===== src/rtl/ternq_pkg.sv =====
package ternq_pkg;
  typedef enum logic [1:0] {
    ST_IDLE   = 2'd0,
    ST_LOAD   = 2'd1,
    ST_EMIT   = 2'd2,
    ST_REPORT = 2'd3
  } tq_state_e;

  localparam logic [1:0] TQ_ZERO = 2'b00;
  localparam logic [1:0] TQ_POS  = 2'b01;
  localparam logic [1:0] TQ_NEG  = 2'b11;
endpackage


===== src/rtl/ternq_mag.sv =====
module ternq_mag #(
  parameter int W_W = 8,
  localparam int MAG_W = W_W + 1
) (
  input  logic [W_W-1:0]   w_i,
  output logic [MAG_W-1:0] mag_o
);
  logic [MAG_W-1:0] wide;

  always_comb begin
    wide = {w_i[W_W-1], w_i};
    if (w_i[W_W-1]) mag_o = '0 - wide;
    else            mag_o = wide;
  end
endmodule


===== src/rtl/ternq_buf.sv =====
module ternq_buf #(
  parameter int W_W   = 8,
  parameter int DEPTH = 16,
  localparam int IDX_W = $clog2(DEPTH)
) (
  input  logic             clk,
  input  logic             wr_en_i,
  input  logic [IDX_W-1:0] wr_idx_i,
  input  logic [W_W-1:0]   wr_data_i,
  input  logic [IDX_W-1:0] rd_idx_i,
  output logic [W_W-1:0]   rd_data_o
);
  logic [W_W-1:0] mem [DEPTH];

  always_ff @(posedge clk) begin
    if (wr_en_i) mem[wr_idx_i] <= wr_data_i;
  end

  assign rd_data_o = mem[rd_idx_i];
endmodule


===== src/rtl/ternq_accum.sv =====
module ternq_accum #(
  parameter int W_W   = 8,
  parameter int DEPTH = 16,
  localparam int MAG_W = W_W + 1,
  localparam int CNT_W = $clog2(DEPTH + 1),
  localparam int SUM_W = MAG_W + CNT_W
) (
  input  logic             clk,
  input  logic             rst_n,
  input  logic             acc_en_i,
  input  logic             first_i,
  input  logic [W_W-1:0]   w_i,
  output logic [SUM_W-1:0] sum_o,
  output logic [CNT_W-1:0] cnt_o
);
  logic [MAG_W-1:0] mag;
  logic [SUM_W-1:0] sum_q, sum_d;
  logic [CNT_W-1:0] cnt_q, cnt_d;

  ternq_mag #(.W_W(W_W)) u_mag (.w_i(w_i), .mag_o(mag));

  always_comb begin
    sum_d = sum_q;
    cnt_d = cnt_q;
    if (acc_en_i) begin
      if (first_i) begin
        sum_d = SUM_W'(mag);
        cnt_d = CNT_W'(1);
      end else begin
        sum_d = sum_q + SUM_W'(mag);
        cnt_d = cnt_q + CNT_W'(1);
      end
    end
  end

  always_ff @(posedge clk or negedge rst_n) begin
    if (!rst_n) begin
      sum_q <= '0;
      cnt_q <= '0;
    end else if (acc_en_i) begin
      sum_q <= sum_d;
      cnt_q <= cnt_d;
    end
  end

  assign sum_o = sum_q;
  assign cnt_o = cnt_q;


  count_bound_chk: assert property (@(posedge clk) disable iff (!rst_n)
    cnt_q <= CNT_W'(DEPTH));
endmodule


===== src/rtl/ternq_decide.sv =====
module ternq_decide #(
  parameter int W_W   = 8,
  parameter int DEPTH = 16,
  localparam int MAG_W  = W_W + 1,
  localparam int CNT_W  = $clog2(DEPTH + 1),
  localparam int SUM_W  = MAG_W + CNT_W,
  localparam int PROD_W = SUM_W + 1
) (
  input  logic [W_W-1:0]   w_i,
  input  logic [CNT_W-1:0] n_i,
  input  logic [SUM_W-1:0] sum_i,
  output logic [1:0]       code_o,
  output logic             zero_o
);
  import ternq_pkg::*;

  logic [MAG_W-1:0]  mag;
  logic [PROD_W-1:0] lhs;
  logic              keep;

  ternq_mag #(.W_W(W_W)) u_mag (.w_i(w_i), .mag_o(mag));

  always_comb begin
    lhs  = (PROD_W'(mag) << 1) * PROD_W'(n_i);
    keep = (mag != '0) && (lhs >= PROD_W'(sum_i));
    if (!keep)              code_o = TQ_ZERO;
    else if (w_i[W_W-1])    code_o = TQ_NEG;
    else                    code_o = TQ_POS;
    zero_o = !keep;
  end
endmodule


===== src/rtl/absmean_ternarizer.sv =====
module absmean_ternarizer #(
  parameter int W_W   = 8,
  parameter int DEPTH = 16,
  localparam int IDX_W = $clog2(DEPTH),
  localparam int MAG_W = W_W + 1,
  localparam int CNT_W = $clog2(DEPTH + 1),
  localparam int SUM_W = MAG_W + CNT_W
) (
  input  logic             clk,
  input  logic             rst_n,
  input  logic             in_valid_i,
  input  logic [W_W-1:0]   in_data_i,
  input  logic             in_last_i,
  output logic             in_ready_o,
  output logic             code_valid_o,
  output logic [1:0]       code_o,
  output logic             done_o,
  output logic [SUM_W-1:0] mag_sum_o,
  output logic [CNT_W-1:0] blk_count_o,
  output logic [CNT_W-1:0] zero_count_o
);
  import ternq_pkg::*;

  tq_state_e        state_q, state_d;
  logic [IDX_W-1:0] idx_q, idx_d;
  logic [CNT_W-1:0] zeros_q, zeros_d;
  logic [1:0]       code_q, code_d;
  logic             cv_q, cv_d;
  logic             done_q, done_d;

  logic             accept, first, end_blk, last_idx;
  logic [CNT_W-1:0] wr_pos, cnt;
  logic [SUM_W-1:0] sum;
  logic [W_W-1:0]   rd_w;
  logic [1:0]       dec_code;
  logic             dec_zero;

  assign in_ready_o = (state_q == ST_IDLE) || (state_q == ST_LOAD);
  assign accept     = in_valid_i && in_ready_o;
  assign first      = (state_q == ST_IDLE);
  assign wr_pos     = first ? '0 : cnt;
  assign end_blk    = accept && (in_last_i || (wr_pos == CNT_W'(DEPTH - 1)));
  assign last_idx   = (CNT_W'(idx_q) == cnt - CNT_W'(1));

  ternq_buf #(.W_W(W_W), .DEPTH(DEPTH)) u_buf (
    .clk       (clk),
    .wr_en_i   (accept),
    .wr_idx_i  (wr_pos[IDX_W-1:0]),
    .wr_data_i (in_data_i),
    .rd_idx_i  (idx_q),
    .rd_data_o (rd_w)
  );

  ternq_accum #(.W_W(W_W), .DEPTH(DEPTH)) u_acc (
    .clk      (clk),
    .rst_n    (rst_n),
    .acc_en_i (accept),
    .first_i  (first),
    .w_i      (in_data_i),
    .sum_o    (sum),
    .cnt_o    (cnt)
  );

  ternq_decide #(.W_W(W_W), .DEPTH(DEPTH)) u_dec (
    .w_i    (rd_w),
    .n_i    (cnt),
    .sum_i  (sum),
    .code_o (dec_code),
    .zero_o (dec_zero)
  );

  always_comb begin
    state_d = state_q;
    idx_d   = idx_q;
    zeros_d = zeros_q;
    code_d  = code_q;
    cv_d    = 1'b0;
    done_d  = 1'b0;
    case (state_q)
      ST_IDLE, ST_LOAD: begin
        if (end_blk) begin
          state_d = ST_EMIT;
          idx_d   = '0;
          zeros_d = '0;
        end else if (accept) begin
          state_d = ST_LOAD;
        end
      end
      ST_EMIT: begin
        cv_d   = 1'b1;
        code_d = dec_code;
        if (dec_zero) zeros_d = zeros_q + CNT_W'(1);
        idx_d  = idx_q + IDX_W'(1);
        if (last_idx) state_d = ST_REPORT;
      end
      ST_REPORT: begin
        done_d  = 1'b1;
        state_d = ST_IDLE;
      end
      default: state_d = ST_IDLE;
    endcase
  end

  always_ff @(posedge clk or negedge rst_n) begin
    if (!rst_n) begin
      state_q <= ST_IDLE;
      idx_q   <= '0;
      zeros_q <= '0;
      code_q  <= TQ_ZERO;
      cv_q    <= 1'b0;
      done_q  <= 1'b0;
    end else begin
      state_q <= state_d;
      idx_q   <= idx_d;
      zeros_q <= zeros_d;
      code_q  <= code_d;
      cv_q    <= cv_d;
      done_q  <= done_d;
    end
  end

  assign code_valid_o = cv_q;
  assign code_o       = code_q;
  assign done_o       = done_q;
  assign mag_sum_o    = sum;
  assign blk_count_o  = cnt;
  assign zero_count_o = zeros_q;


  code_legal_chk: assert property (@(posedge clk) disable iff (!rst_n)
    code_valid_o |-> (code_o != 2'b10));


  busy_closed_chk: assert property (@(posedge clk) disable iff (!rst_n)
    code_valid_o |-> !in_ready_o);


  done_after_code_chk: assert property (@(posedge clk) disable iff (!rst_n)
    done_o |-> $past(code_valid_o));


  zero_bound_chk: assert property (@(posedge clk) disable iff (!rst_n)
    done_o |-> (zero_count_o <= blk_count_o));
endmodule


===== config.mk =====
export PLATFORM = sky130hd
export DESIGN_NAME = absmean_ternarizer
export DESIGN_NICKNAME = d
export VERILOG_FILES = /design/src/rtl/ternq_pkg.sv /design/src/rtl/ternq_mag.sv /design/src/rtl/ternq_buf.sv /design/src/rtl/ternq_accum.sv /design/src/rtl/ternq_decide.sv /design/src/rtl/absmean_ternarizer.sv
export SDC_FILE = /design/constraint.sdc
export NUM_CORES = 1
export LEC_CHECK = 0
export ABC_AREA = 1
export CAP_MARGIN = 20
export CORE_AREA = 4 4 111 165
export CTS_BUF_LIST = sky130_fd_sc_hd__clkbuf_8
export DETAILED_ROUTE_END_ITERATION = 6
export DIE_AREA = 0 0 115 169
export DONT_BUFFER_PORTS = 1
export PLACE_DENSITY = 0.78
export SETUP_SLACK_MARGIN = 0.2
export SLEW_MARGIN = 20
export SYNTH_ARGS = -nofsm -noshare
export SYNTH_HDL_FRONTEND = slang
export SYNTH_SLANG_ARGS = --single-unit
export TNS_END_PERCENT = 100

===== constraint.sdc =====
create_clock -name clk -period 8.5 [get_ports clk]
set_input_delay 1.275 -clock clk [delete_from_list [all_inputs] [get_ports clk]]
set_output_delay 1.275 -clock clk [all_outputs]
set_load 0.01 [all_outputs]

# [Word-level counts from Yosys, hierarchy flattened]
# Memory sizes are Yosys's and may differ from the RTL's.
# Index checks and enable logic that the tools add are counted.
[word_totals] reg_bits=34 mem_count=1 latch_bits=0 inputBits=12 mem_bits_ro=0 ram_bits=128 word_cells=59
[mem_list] memory="u_buf.mem" depth=16 width=8 read_ports=1 rd_clocked_by_memory_dff=0 wr=1 line="ternq_buf.sv:13" text="logic [W_W-1:0] mem [DEPTH];"
[op_classes] bitwise_logic=0 n_eq_ne=9 reduce_logical=12 order_cmp=1 n_mux=20 addsub=7 n_div=0 shifts=0 multipliers=1
[op_table] op="5-bit 2-to-1 mux" count=4
[op_table] op="9-bit 2-to-1 mux" count=2
[op_table] op="1-bit by 8-bit subtractor with 9-bit output (first input constant)" count=2
[op_table] op="15-bit by 14-bit greater-or-equal comparator with 1-bit output" count=1
[op_table] op="14-bit by 9-bit adder with 14-bit output" count=1
[op_table] op="9-bit by 5-bit multiplier with 14-bit output" count=1
[op_table] op="14-bit 2-to-1 mux" count=1
[op_table] op="5-bit by 1-bit adder with 5-bit output (second input constant)" count=2
[op_table] op="2-bit 2-to-1 mux" count=5
[op_table] op="5-bit one-hot mux with 2 select lines" count=1
[op_table] op="9-bit nonzero test" count=1
[op_table] op="4-bit one-hot mux with 2 select lines" count=1
[op_table] op="2-bit inequality test (second input constant)" count=3
[op_table] op="2-bit one-hot mux with 3 select lines" count=1
[op_table] op="4-bit by 5-bit == test with 1-bit output" count=1
[op_table] op="5-bit by 4-bit == test with 1-bit output (second input constant)" count=1
[op_table] op="5-bit by 1-bit subtractor with 5-bit output (second input constant)" count=1
[op_table] op="4-bit by 1-bit adder with 4-bit output (second input constant)" count=1
[op_table] op="2-bit == test (second input constant)" count=2
[op_table] op="1-bit 2-to-1 mux" count=4
[op_table] op="4-bit 2-to-1 mux" count=1
[op_table] op="2-bit AND reduction" count=2
[op_table] op="1-bit logical AND" count=3
[op_table] op="3-bit inequality test (second input constant)" count=1
[op_table] op="6 further kinds" count=7

# [Depth between registers and ports, before layout]
# Gate-level depths: netlist of the first run.
# An unclocked memory read counts as a cell.
[logic_depth] depth_word=8 depth_mapped=42

# [By module]
# Synthesis of the first run repeated with hierarchy kept, for this count alone.
[hier_totals] hier_cells=1237 hier_area_um2=10198.5
[modules_own_cells] module="ternq_buf" instances=1 seq_area_each_um2=3843.7 cells_per_inst=543 area_each_um2=5606.6
[modules_own_cells] module="ternq_decide" instances=1 seq_area_each_um2=0.0 cells_per_inst=298 area_each_um2=1916.8
[modules_own_cells] module="ternq_accum" instances=1 seq_area_each_um2=475.5 cells_per_inst=191 area_each_um2=1367.6
[modules_own_cells] module="absmean_ternarizer" instances=1 seq_area_each_um2=375.4 cells_per_inst=123 area_each_um2=897.1
[modules_own_cells] module="ternq_mag" instances=2 seq_area_each_um2=0.0 cells_per_inst=41 area_each_um2=205.2

# [Least setup slack after synthesis of the first run]
# Ideal clock, no wire load.
[synth_timing] kind="reg2reg" from="register idx_q[1]" to="register zeros_q[2] (netlist: zero_count_o[2])" setup_ns=0.118 arrival_time_ns=5.829 synth_period_minus_slack_ns=5.947 path_stages_with_launch=40 setup_slack_ns=2.553 path_cell_list="dfrtp_1 > buf_4 > inv_2 > buf_6 > nor2_1 > o21ai_0 > nand3_1 > nand2_1 > nand2_1 > inv_2 > ha_1 > inv_1 > nand2_1 > xnor2_1 > inv_1 > nor2_1 > fa_1 > fa_1 > (+4 left out) > a21oi_1 > o21ai_0 > a21oi_1 > nor2_1 > nor2_1 > xor2_1 > inv_1 > ha_1 > nand3_1 > nor4_1 > nor2_1 > o21a_1 > nand3_1 > nand2_1 > inv_1 > nand2_4 > nand3_1 > nand2_1"
[synth_between] elab_chain_cells=8
[synth_rtl] item="start: declaration" line="absmean_ternarizer.sv:25" text="logic [IDX_W-1:0] idx_q, idx_d;"
[synth_rtl] item="start signal: assignment" line="absmean_ternarizer.sv:114" text="idx_q <= idx_d;"
[synth_rtl] item="memory 16 x 8 bit (*)"
[synth_rtl] item="1-bit by 8-bit subtractor with 9-bit output" line="ternq_mag.sv:12" text="if (w_i[W_W-1]) mag_o = '0 - wide;"
[synth_rtl] item="9-bit 2-to-1 mux (*)" line="ternq_mag.sv:12"
[synth_rtl] item="9-bit by 5-bit multiplier with 14-bit output" line="ternq_decide.sv:24" text="lhs = (PROD_W'(mag) << 1) * PROD_W'(n_i);"
[synth_rtl] item="15-bit by 14-bit greater-or-equal comparator with 1-bit output" line="ternq_decide.sv:25" text="keep = (mag != '0) && (lhs >= PROD_W'(sum_i));"
[synth_rtl] item="1-bit logical AND (*)" line="ternq_decide.sv:25"
[synth_rtl] item="2-bit inequality test (no source line) (*)"
[synth_rtl] item="3-bit AND reduction (no source line) (*)"
[synth_rtl] item="end signal: assignment" line="absmean_ternarizer.sv:115" text="zeros_q <= zeros_d;"
[synth_rtl] item="end: declaration" line="absmean_ternarizer.sv:26" text="logic [CNT_W-1:0] zeros_q, zeros_d;"
# Mark *: on every way between the ends. The rest lies on a longest branch, timed or not.
# A chain may end at the register's enable or synchronous reset.

# [Worst setup path after layout of the first run]
[layout_timing] from="register idx_q[1]" to="register zeros_q[3] (netlist: zero_count_o[3])"
# Same word-level chain as after synthesis.

==> flow_summary.toml, run 1 <==
[synthesis]
yosysSeqAreaShare_pct = 50.4
synth_edf_count = 128
syn_area_um2 = 9320
ys_warn_count = 0
ys_seq_elements = 162
synth_ff_type = "edfxtp_1"
ys_async_sr_fraction_pct = 21.0
avgSynthCellArea_um2 = 9.31
synthCells = 1001
synth_cell_type_count = 46

[timing]
worst_slew_pin_slew_ns = 0.897
rsz0062_at_grt = "false"
fin_crit_sh_pct = 86.2
fin_crit_ns = 7.33
hold_viol_final = 0
maxSlewViolCount = 0
max_freq_mhz = 136
fin_skew_ns = 0.0189
fin_setup_tns_ns = 0
finalSetupViolCount = 0
slew_headroom_pct = 40.2

[power]
vdd_drop_max_mv = 0.436
p_per_area_nw_per_um2 = 379
p_leak_nw = 4.10

[hold_path]
hp-class = "input pin to asynchronous set/reset pin"

[die]
top_level_ports = 41
die-area_um2 = 19400
start_util_pct = 55.3
core.rowCount = 58
dieHeight_um = 169
die_x_um = 115
coreArea_um2 = 16800

[placement]
io_buffers = 0
gp_congestion = 0.931
hpwl_mm = 16.0

[cells_and_area]
synthToLayoutAreaGrowth_pct = 5.28
drive_gt1_share_pct = 6.43
antennaDiodeCount = 0
fillers = 1427
nets = 1082
regArea_um2 = 4700
multi_input_area_um2 = 4030
utilization_pct = 58.3

[setup_path]
cp-end-kind = "flop"
critical_path_arrival_ns = 7.72
worst_path_max_delay_cell = "dfrtp_1"
crit_required_ns = 8.90
crit_path_max_fanout = 21
critPathLaunchType = "flop"
max_stage_delay_ns = 0.94
path_class = "flop to flop"

[detailed_routing]
drt_wl_total_mm = 22.1
wire_per_inst_um = 18.1
avgViaCountPerCell = 5.62
dr.pass1.iters = 7
drc = 0
vias = 6867
ant_nets = 0
detail_route.iter0.violations = 541

[clock_network]
cts-htree-levels = 4
cts.sinks = 162
clockRootBuffer = "clkbuf_8"
ctsLongestPathBuffers = 2
clkTransAtPathRegs_ns = 0.10
cts_setup_buffers = 0
postCtsHoldBufs = 0
clkLatencyLatePin_ns = 0.46
cts_tree = "built"
cts_resized = 0
cts_buffers = 17

[flow_run]
maxCapViolations = 0

[global_routing]
grt_max_degree = 77
grt_usage_pct = 23.7
grt_pass1_vias = 7021
antenna_found_initial = 0
grt_first_pass_wirelength_mm = 35.7
overflow = 0

[status]
status = "finished, final reports clean"
## metal layers
metal | track usage, % | share of wire, % | routed length, um
met5 | 0 | 0 | 0
met4 | 13.0 | 5.0 | 1090
met3 | 3.25 | 5.6 | 1230
met2 | 43.0 | 54 | 11900
met1 | 26.4 | 35 | 7820
## flip-flops by register name (all words and copies together) (netlist names)
name and cells:
idx_q 4, u_acc.sum_o 14, u_buf.mem 128, code_o 2
zero_count_o 5, done_o 1, code_valid_o 1, state_q 2
u_acc.cnt_o 5
## kinds of logic after synthesis
kind of cell    after synthesis  synth area share, %
buf+inv                     144                 6.61
other cells                   2               0.0806
compound gates              120                 7.22
fa+ha+maj                    72                 11.4
flops                       162                 50.4
simple gates                471                 21.4
xor+xnor                     30                 2.82
## power breakdown
group          switching, mW  total [mW]  internal, mW
logic                   1.40        2.12         0.727
clock network          0.297       0.530         0.233
registers              0.126        1.06         0.936
total                   1.82        3.72          1.90
## cells in the final DEF, fill, tap and decap left out, types with 17 or more instances in the layout
master and instances:
a21oi_1 43, clkbuf_8 17, dfrtp_1 33, edfxtp_1 128, fa_1 22, ha_1 50
inv_1 104, nand2_1 208, nand3_1 67, nor2_1 152, o21ai_0 37, xor2_1 17
## worst paths after layout
kind | from | to | slack (ns) | depth (start not counted)
setup / recovery | idx_q[1]$_DFFE_PN0P_ | zero_count_o[3]$_DFFE_PN0P_ | 1.17 | 38
hold / removal | rst_n | u_acc.sum_o[7]$_DFFE_PN0P_ | 0.50 | 0
setup reg to reg | idx_q[1]$_DFFE_PN0P_ | zero_count_o[3]$_DFFE_PN0P_ | 1.17 | 38
hold reg to reg | state_q[1]$_DFFE_PN0P_ | done_o$_DFF_PN0_ | 0.57 | 2
max in group asynchronous | rst_n | idx_q[0]$_DFFE_PN0P_ | 7.88 | 0
min in group clk | state_q[1]$_DFFE_PN0P_ | done_o$_DFF_PN0_ | 0.57 | 2
## through the flow
step	cell area (um^2)	cells	setup slack (ns)	power, mW	hold WS, ns
3_5_place_dp	9440	1189	1.22	3.18	0.557
6_report	9810	1221	1.17	3.72	0.503
4_1_cts	9800	1221	1.20	3.71	0.486
5_1_grt	9810	1221	0.525	4.05	0.478
2_1_floorplan	9330	1005	2.55	2.71	0.478
3_3_place_gp	9440	1189	1.56	3.11	0.545
## worst max-delay path, delay by kind of cell (launching register included)
family | cells | cell delay, ns
fa+ha+maj | 6 | 2.39
simple gates | 17 | 1.89
flops | 1 | 0.94
buf+inv | 8 | 0.90
compound gates | 5 | 0.79
xor+xnor | 2 | 0.34
## cell usage after synthesis, types with 2 or more instances
cell | number | area (um^2)
nand3_1 | 67 | 335
buf_2 | 9 | 45.0
nor4_1 | 3 | 18.8
nand3b_1 | 2 | 15.0
ha_1 | 50 | 626
a22oi_1 | 4 | 30.0
edfxtp_1 | 128 | 3840
nor2_2 | 2 | 12.5
o22ai_1 | 10 | 62.6
nand4_1 | 3 | 18.8
nand3_2 | 2 | 20.0
a21oi_1 | 43 | 215
buf_6 | 3 | 33.8
conb_1 | 2 | 7.51
inv_1 | 102 | 383
nand2_2 | 10 | 62.6
clkbuf_1 | 9 | 33.8
o211ai_1 | 6 | 45.0
a211oi_1 | 2 | 15.0
dfrtp_1 | 34 | 851
nor2_1 | 152 | 571
o21ai_1 | 8 | 40.0
nand2_4 | 3 | 33.8
xnor2_1 | 13 | 114
fa_1 | 22 | 440
inv_2 | 7 | 26.3
nor3_1 | 12 | 60.1
o21ai_0 | 37 | 185
nand2_1 | 208 | 781
xor2_1 | 17 | 149
nor2_4 | 2 | 22.5
clkinv_1 | 5 | 18.8
o221ai_1 | 3 | 26.3
buf_4 | 8 | 60.1
o31ai_1 | 2 | 15.0
## area by class of cell
type	count	area share (%)
Sequential cell	162	47.9
Multi-Input combinational cell	699	41.1
Inverter	114	4.36
Tap cell	210	2.68
Clock buffer	17	2.39
Clock inverter	15	1.34
Timing Repair Buffer	4	0.306
Power figures use the tool's default switching activity.
==> run 2, diff against run 1 <==
- SKIP_CTS_REPAIR_TIMING: unset -> 1
==> results of run 2 <==
The final DEF is identical to that of run 1; final timing and power are the same.
